$ cat src/rtl/ahb_seq_pkg.sv
package ahb_seq_pkg;
  localparam logic [1:0] TR_IDLE   = 2'd0;
  localparam logic [1:0] TR_BUSY   = 2'd1;
  localparam logic [1:0] TR_NONSEQ = 2'd2;
  localparam logic [1:0] TR_SEQ    = 2'd3;

  localparam logic [1:0] RS_OKAY  = 2'd0;
  localparam logic [1:0] RS_ERROR = 2'd1;

  localparam logic [2:0] BU_SINGLE = 3'd0;
  localparam logic [2:0] BU_INCR   = 3'd1;

  localparam logic [3:0] PROT_DEFAULT = 4'b0011;

  typedef enum logic [1:0] {ST_IDLE, ST_RUN, ST_RESP2} seq_st_e;
endpackage

$ cat src/rtl/ahb_beat_cfg.sv
module ahb_beat_cfg
  import ahb_seq_pkg::*;
#(
  parameter int LW = 8
) (
  input  logic [2:0]    burst_i,
  input  logic [LW-1:0] len_i,
  output logic [LW-1:0] beats_o,
  output logic          wrap_o,
  output logic [2:0]    wrap_lg_o
);
  // burst_i[2:1] selects 4/8/16 beats, burst_i[0]==0 marks wrapping
  always_comb begin
    wrap_lg_o = {1'b0, burst_i[2:1]} + 3'd1;
    wrap_o    = (burst_i[2:1] != 2'b00) && !burst_i[0];
    if (burst_i == BU_SINGLE)    beats_o = LW'(1);
    else if (burst_i == BU_INCR) beats_o = (len_i == '0) ? LW'(1) : len_i;
    else                         beats_o = LW'(1) << wrap_lg_o;
  end
endmodule

$ cat src/rtl/ahb_addr_step.sv
module ahb_addr_step #(
  parameter int AW = 32
) (
  input  logic [AW-1:0] addr_i,
  input  logic [2:0]    size_i,
  input  logic          wrap_i,
  input  logic [2:0]    wrap_lg_i,
  output logic [AW-1:0] next_o
);
  logic [3:0]    blk_sh;
  logic [AW-1:0] step, sum, mask;

  always_comb begin
    step   = AW'(1) << size_i;
    sum    = addr_i + step;
    blk_sh = {1'b0, wrap_lg_i} + {1'b0, size_i};
    mask   = (AW'(1) << blk_sh) - AW'(1);
    next_o = wrap_i ? ((addr_i & ~mask) | (sum & mask)) : sum;
  end
endmodule

$ cat src/rtl/ahb_burst_seq.sv
module ahb_burst_seq
  import ahb_seq_pkg::*;
#(
  parameter int AW = 32,
  parameter int LW = 8
) (
  input  logic          clk_i,
  input  logic          rst_ni,
  input  logic          cmd_valid_i,
  output logic          cmd_ready_o,
  input  logic [AW-1:0] cmd_addr_i,
  input  logic [2:0]    cmd_burst_i,
  input  logic [2:0]    cmd_size_i,
  input  logic          cmd_write_i,
  input  logic [LW-1:0] cmd_len_i,
  input  logic          stall_i,
  input  logic          hready_i,
  input  logic [1:0]    hresp_i,
  output logic [1:0]    htrans_o,
  output logic [AW-1:0] haddr_o,
  output logic [2:0]    hburst_o,
  output logic [2:0]    hsize_o,
  output logic          hwrite_o,
  output logic [3:0]    hprot_o,
  output logic          done_o,
  output logic          abort_o
);
  seq_st_e       st_q;
  logic [1:0]    trans_q;
  logic [AW-1:0] addr_q, dp_addr_q, next_addr;
  logic [2:0]    burst_q, size_q, lg_q, cfg_lg;
  logic          write_q, wrap_q, cfg_wrap;
  logic [LW-1:0] total_q, left_q, dp_left_q, cfg_beats;
  logic          dp_valid_q, resp_err_q, done_q, abort_q;
  logic          xfer, resp_first;

  ahb_beat_cfg #(.LW(LW)) u_cfg (
    .burst_i  (cmd_burst_i),
    .len_i    (cmd_len_i),
    .beats_o  (cfg_beats),
    .wrap_o   (cfg_wrap),
    .wrap_lg_o(cfg_lg)
  );

  ahb_addr_step #(.AW(AW)) u_step (
    .addr_i   (addr_q),
    .size_i   (size_q),
    .wrap_i   (wrap_q),
    .wrap_lg_i(lg_q),
    .next_o   (next_addr)
  );

  assign xfer        = hready_i && trans_q[1];
  assign resp_first  = dp_valid_q && !hready_i && (hresp_i != RS_OKAY);
  assign cmd_ready_o = (st_q == ST_IDLE) && !dp_valid_q;

  always_ff @(posedge clk_i or negedge rst_ni) begin
    if (!rst_ni) begin
      st_q       <= ST_IDLE;
      trans_q    <= TR_IDLE;
      addr_q     <= '0;
      burst_q    <= BU_SINGLE;
      size_q     <= '0;
      write_q    <= 1'b0;
      wrap_q     <= 1'b0;
      lg_q       <= '0;
      total_q    <= '0;
      left_q     <= '0;
      dp_valid_q <= 1'b0;
      dp_addr_q  <= '0;
      dp_left_q  <= '0;
      resp_err_q <= 1'b0;
      done_q     <= 1'b0;
      abort_q    <= 1'b0;
    end else begin
      done_q  <= 1'b0;
      abort_q <= 1'b0;
      if (st_q == ST_RESP2) begin
        if (hready_i) begin
          dp_valid_q <= 1'b0;
          if (resp_err_q) begin
            st_q    <= ST_IDLE;
            trans_q <= TR_IDLE;
            abort_q <= 1'b1;
          end else begin
            // re-issue the failed beat; mid-burst restart becomes undefined length
            st_q    <= ST_RUN;
            trans_q <= TR_NONSEQ;
            addr_q  <= dp_addr_q;
            left_q  <= dp_left_q;
            if (dp_left_q != total_q) burst_q <= BU_INCR;
          end
        end
      end else if (resp_first) begin
        st_q       <= ST_RESP2;
        trans_q    <= TR_IDLE;
        resp_err_q <= (hresp_i == RS_ERROR);
      end else begin
        if (hready_i) begin
          done_q     <= dp_valid_q && (dp_left_q == LW'(1)) && (hresp_i == RS_OKAY);
          dp_valid_q <= xfer;
          if (xfer) begin
            dp_addr_q <= addr_q;
            dp_left_q <= left_q;
          end
        end
        case (st_q)
          ST_IDLE: begin
            if (cmd_valid_i && cmd_ready_o) begin
              st_q    <= ST_RUN;
              trans_q <= TR_NONSEQ;
              addr_q  <= cmd_addr_i;
              burst_q <= cmd_burst_i;
              size_q  <= cmd_size_i;
              write_q <= cmd_write_i;
              wrap_q  <= cfg_wrap;
              lg_q    <= cfg_lg;
              total_q <= cfg_beats;
              left_q  <= cfg_beats;
            end
          end
          ST_RUN: begin
            if (trans_q == TR_BUSY) begin
              if (!stall_i) trans_q <= TR_SEQ;
            end else if (xfer) begin
              if (left_q == LW'(1)) begin
                st_q    <= ST_IDLE;
                trans_q <= TR_IDLE;
              end else begin
                left_q  <= left_q - LW'(1);
                addr_q  <= next_addr;
                trans_q <= (stall_i && burst_q == BU_INCR) ? TR_BUSY : TR_SEQ;
              end
            end
          end
          default: ;
        endcase
      end
    end
  end

  assign htrans_o = trans_q;
  assign haddr_o  = addr_q;
  assign hburst_o = burst_q;
  assign hsize_o  = size_q;
  assign hwrite_o = write_q;
  assign hprot_o  = PROT_DEFAULT;
  assign done_o   = done_q;
  assign abort_o  = abort_q;
endmodule

$ cat config.mk
export PLATFORM = sky130hd
export DESIGN_NAME = ahb_burst_seq
export DESIGN_NICKNAME = d
export VERILOG_FILES = /design/src/rtl/ahb_seq_pkg.sv /design/src/rtl/ahb_beat_cfg.sv /design/src/rtl/ahb_addr_step.sv /design/src/rtl/ahb_burst_seq.sv
export SDC_FILE = /design/constraint.sdc
export NUM_CORES = 1
export LEC_CHECK = 0
export CORE_AREA = 3 3 114 116
export DETAILED_ROUTE_END_ITERATION = 12
export DIE_AREA = 0 0 117 119
export PLACE_DENSITY_LB_ADDON = 0.15
export SYNTH_ARGS = -nofsm -noshare
export SYNTH_HDL_FRONTEND = slang
export SYNTH_SLANG_ARGS = --single-unit
$ cat constraint.sdc
create_clock -name clk_i -period 8 [get_ports clk_i]
set_clock_uncertainty 0.05 [all_clocks]
set_input_delay 0.8 -clock clk_i [delete_from_list [all_inputs] [get_ports clk_i]]
set_output_delay 0.8 -clock clk_i [all_outputs]
set_load 0.02 [all_outputs]
Word-level counts from Yosys, hierarchy flattened
Cells that the tools add are included.
Word-level totals
  register bits after elaboration: 107
  latch bits: 0
  RAM bits: 0
  bits in read-only memories: 0
  bits of input ports: 54
  logic and storage cells: 143
  memories kept: 0
Cells by class
  add/subtract/negate cells: 5
  $mul: 0
  div/mod/pow operators: 0
  $lt $le $gt $ge: 0
  eq/ne operators: 23
  shifts and indexed selects: 3
  mux-type cells: 59
  bitwise gates (word level): 6
  reductions and logical operators: 31
Operator list (number)
  $mux 32: 9
  $mux 8: 11
  $and 32x32->32: 2
  $pmux 32 s2: 1
  $mux 2: 17
  $add 32x32->32: 1
  $not 32->32: 1
  $or 32x32->32: 1
  $shl 1x3->32 const A: 1
  $shl 1x4->32 const A: 1
  $sub 32x2->32 const B: 1
  $mux 3: 7
  $eq 8x1->1 const B: 2
  $pmux 8 s2: 1
  $ne 4x4->1 const B: 3
  $reduce_and 6->1: 2
  $mux 1: 11
  $ne 5x5->1 const B: 2
  $reduce_bool 2->1: 5
  $logic_and 1x1->1: 9
  $ne 3x3->1 const B: 3
  $logic_not 8->1: 1
  $ne 8x8->1: 1
  $pmux 2 s2: 2
  22 further kinds: 32

Logic depth before layout (Yosys ltp)
  depth after elaboration: 13
  depth in mapped cells: 16

Modules after synthesis
From an unflattened synthesis, not the netlist that was laid out.
Unflattened totals
  cells, all modules: 756
  area, all modules: 7053.0 sq um
By module, submodules not included
  ahb_burst_seq: times used 1, cells an instance 507, area each 5342.6 sq um, sequential area each 2677.6 sq um
  ahb_addr_step: times used 1, cells an instance 211, area each 1450.1 sq um, sequential area each 0.0 sq um
  ahb_beat_cfg: times used 1, cells an instance 38, area each 260.2 sq um, sequential area each 0.0 sq um

Least setup slack after synthesis
No wires, ideal clock.
  path type: register -> register
  start: register size_q[1], in the netlist hsize_o[1]
  end: register with a tool-made name
  setup time: 0.082 ns
  data arrival time: 3.160 ns
  data required time: 7.868 ns
  slack: 4.708 ns
  stages on the path, launching flop included: 15
  buffers on the path: 2
  period minus slack after synthesis: 3.292 ns
  cell sequence: dfrtp_1 > inv_1 > fa_1 > xor2_1 > buf_2 > nand2_1 > nor2_1 > nand2_1 > ha_1 > clkbuf_1 > nor3b_1 > nand2_1 > o21a_1 > a211o_1 > a31oi_1
RTL lines
  from (decl): line ahb_burst_seq.sv:31  | logic [2:0] burst_q, size_q, lg_q, cfg_lg;
  from (signal assigned): line ahb_burst_seq.sv:114  | size_q <= cmd_size_i;

==> results_dict.tcl <==
set metrics [dict create \
    power.leakage_nw 3.72 \
    core_um2 12000 \
    synth_area_um2 7210 \
    critical-path-max-stage-delay_ns 0.65 \
    critPathCaptureType "flop" \
    worst_slew_pin_slew_ns 1.23 \
    antenna_found_initial 0 \
    drt_iter0_markers 799 \
    slowest_stage "xor2_1" \
    post_cts_buffers 0 \
    crit_chain "ha_1 -> inv_1 -> fa_1 -> xor2_1 -> o21ai_1 -> or2_2 -> ha_1 -> and2_1 -> o211ai_1 -> a21oi_1 -> nor2b_1 -> a221oi_1 -> o2bb2ai_1" \
    start_util_pct 60.0 \
    period_share_pct 53.7 \
    async_flop_share_pct 100 \
    cts.sinks 107 \
    fin_crit_ns 4.30 \
    num_rows 40 \
    crit_required_ns 8.19 \
    clk_pin_slew_worst_paths_ns 0.08 \
    synthDistinctLibCells 74 \
    synth_edf_count 0 \
    io_pins 102 \
    route.detailed.drc 0 \
    relSlewSlack_pct 17.5 \
    h-tree-depth 3 \
    power.total_mw 1.07 \
    dp_hpwl_um 14500 \
    syn_to_final_growth_pct 18.0 \
    fmax_mhz 233 \
    fillers 940 \
    grt_pass1_wl_um 34200 \
    crit_type "reg -> reg" \
    critPathMaxFanout 11 \
    layout-drive-gt1-share_pct 9.49 \
    syn_avg_cell_area_um2 8.86 \
    portBuffers 97 \
    ir_worst_vdd_mv 0.111 \
    powerDensity_nw_per_um2 126 \
    grt_overflow 0 \
    outcome "finished, final reports clean" \
    wirelength_um 21100 \
    synth_warnings 0 \
    ys_ff_latch 107 \
    die_area_um2 13900 \
    synthFlopType "dfrtp_1" \
    clk_latency_ns 0.36 \
    drt-vias-per-instance 6.68 \
    hold_path_class "in -> async" \
    startpoint_type "flop" \
    finalHoldViolCount 0 \
    critical_path_arrival_ns 4.49 \
    layout.nets 965 \
    gp_congestion 1.00 \
    root_buffer "clkbuf_16" \
    path_common_cell "ha_1" \
    num_antenna_cells 0 \
    maxCapViolations 0 \
    grt_util_all_layers_pct 30.8 \
    setup_violations 0 \
    dieWidth_um 117 \
    post_drt_wl_per_cell_um 20.4 \
    slew_viol_final 0 \
    rsz0062_at_grt "no" \
    grt_max_degree 72 \
    hold_buffers 0 \
    tns_ns 0 \
    die_h_um 119 \
    rr_worst_depth 13 \
    detail-route-antenna-nets 0 \
    cts_tree "yes" \
    grt_pass1_vias 6729 \
    synth_seq_area_share_pct 37.2 \
    syn-instance-count 813 \
    cts_buffer_depth 2 \
    drtPass1Iterations 5 \
    vias 6893 \
    rrSetupSlack_ns 3.70 \
    ctsResizeCount 0 \
    cts_buffers 9 \
]
## cells by family after synthesis
group / count (synthesis) / synth area share [%]
DFF: 107 / 37.2
adders and majority gates: 31 / 5.59
buffers and inverters: 74 / 4.36
AOI/OAI and AO/OA: 273 / 24.6
and+or+nand+nor: 263 / 19.1
other: 2 / 0.104
muxes: 45 / 6.88
xor gates and xnor gates: 18 / 2.19
## cell usage in the layout (no fill, tap or decap), types with 11 or more instances in the layout
cell,instances
nand2_1,79
mux2_2,36
nand3_1,19
a22o_1,12
dfrtp_1,107
ha_1,28
clkdlybuf4s50_1,96
and3_1,17
o21ai_0,80
nand2b_1,21
nor3_1,14
a31oi_1,24
inv_1,23
or3_1,11
a21oi_1,57
nor2_1,38
nand4_1,15
## final timing paths
check,start,end
setup / recovery,hsize_o[0]$_DFFE_PN0P_,flop
hold / removal,rst_ni,dp_addr_q[9]$_DFFE_PN0P_
setup reg to reg,hsize_o[0]$_DFFE_PN0P_,flop
hold reg to reg,hwrite_o$_DFFE_PN0P_,hwrite_o$_DFFE_PN0P_
max in group asynchronous,rst_ni,dp_left_q[0]$_DFFE_PN0P_
min in group clk_i,hwrite_o$_DFFE_PN0P_,hwrite_o$_DFFE_PN0P_
## layer usage
layer  GRT usage, %  wire length (um)
met5              0                 0
met4           12.8               651
met3           3.76              1720
met2           48.6              9800
met1           42.7              8900
## stage by stage
| stage | cells | hold WS [ns] | util, % | setup WS, ns | cell area [um^2] |
|---|---|---|---|---|---|
| detailed placement | 1016 | 0.438 | 68.3 | 3.84 | 8200 |
| CTS | 1032 | 0.364 | 70.8 | 3.83 | 8500 |
| global placement | 1016 | 0.415 | 68.3 | 4.09 | 8200 |
| floorplan | 815 | 0.400 | - | 4.71 | 7210 |
| global route | 1032 | 0.397 | 70.8 | 3.40 | 8500 |
| finish | 1032 | 0.353 | 70.8 | 3.70 | 8500 |
## area by class of cell
| cell class | instances | area, um^2 | area share, % |
|---|---|---|---|
| inverter | 24 | 90.1 | 1.06 |
| clock buffer | 9 | 225 | 2.65 |
| clock inverter | 7 | 75.1 | 0.883 |
| timing repair buffer | 104 | 1020 | 12.0 |
| multi-input combinational | 634 | 4230 | 49.7 |
| sequential | 107 | 2680 | 31.5 |
| tap | 147 | 184 | 2.16 |
## cells in the mapped netlist, types with 3 or more instances
master / n / area share (%)
a22oi_1: 8 / 0.83
o21ai_1: 4 / 0.28
nor2_1: 38 / 2.0
buf_1: 4 / 0.21
o211ai_1: 9 / 0.94
o31a_1: 5 / 0.61
dfrtp_1: 107 / 37
o31ai_1: 9 / 0.94
buf_4: 7 / 0.73
mux2i_1: 9 / 1.3
a31o_2: 3 / 0.36
mux2_2: 36 / 5.6
a22o_1: 12 / 1.5
a21o_1: 8 / 0.83
o211a_1: 4 / 0.56
nand2_1: 79 / 4.1
and2_1: 9 / 0.78
a32o_1: 6 / 0.83
buf_2: 8 / 0.56
a211oi_1: 3 / 0.31
o21ai_0: 80 / 5.6
nand2b_1: 21 / 1.8
nor2b_1: 4 / 0.35
nand3_1: 20 / 1.4
o211ai_2: 3 / 0.52
nor3_1: 14 / 0.97
a21oi_1: 57 / 4.0
or3_1: 11 / 0.95
clkbuf_1: 31 / 1.6
a31oi_1: 24 / 2.1
xor2_1: 9 / 1.1
nor4_1: 8 / 0.69
ha_1: 29 / 5.0
nand3b_1: 3 / 0.31
o22ai_1: 5 / 0.43
and4_1: 3 / 0.36
or2_2: 4 / 0.35
nor3b_1: 4 / 0.42
nand4_1: 15 / 1.3
o21a_1: 4 / 0.42
and3_1: 17 / 1.5
a311oi_1: 3 / 0.36
inv_1: 23 / 1.2
xnor2_1: 9 / 1.1
## critical path: cells and delay by family, from the launching register on
family / cells / cell delay, ns
flops: 1 / 0.51
xor+xnor: 1 / 0.65
fa+ha+maj: 3 / 0.97
compound gates: 5 / 1.10
buf+inv: 1 / 0.06
simple gates: 3 / 0.84
## power breakdown
| group | switching (mW) | internal (mW) |
|---|---|---|
| logic | 0.0303 | 0.0335 |
| registers | 0 | 0.540 |
| clock network | 0.218 | 0.245 |
| total | 0.248 | 0.819 |
Power figures use the tool's default switching activity.
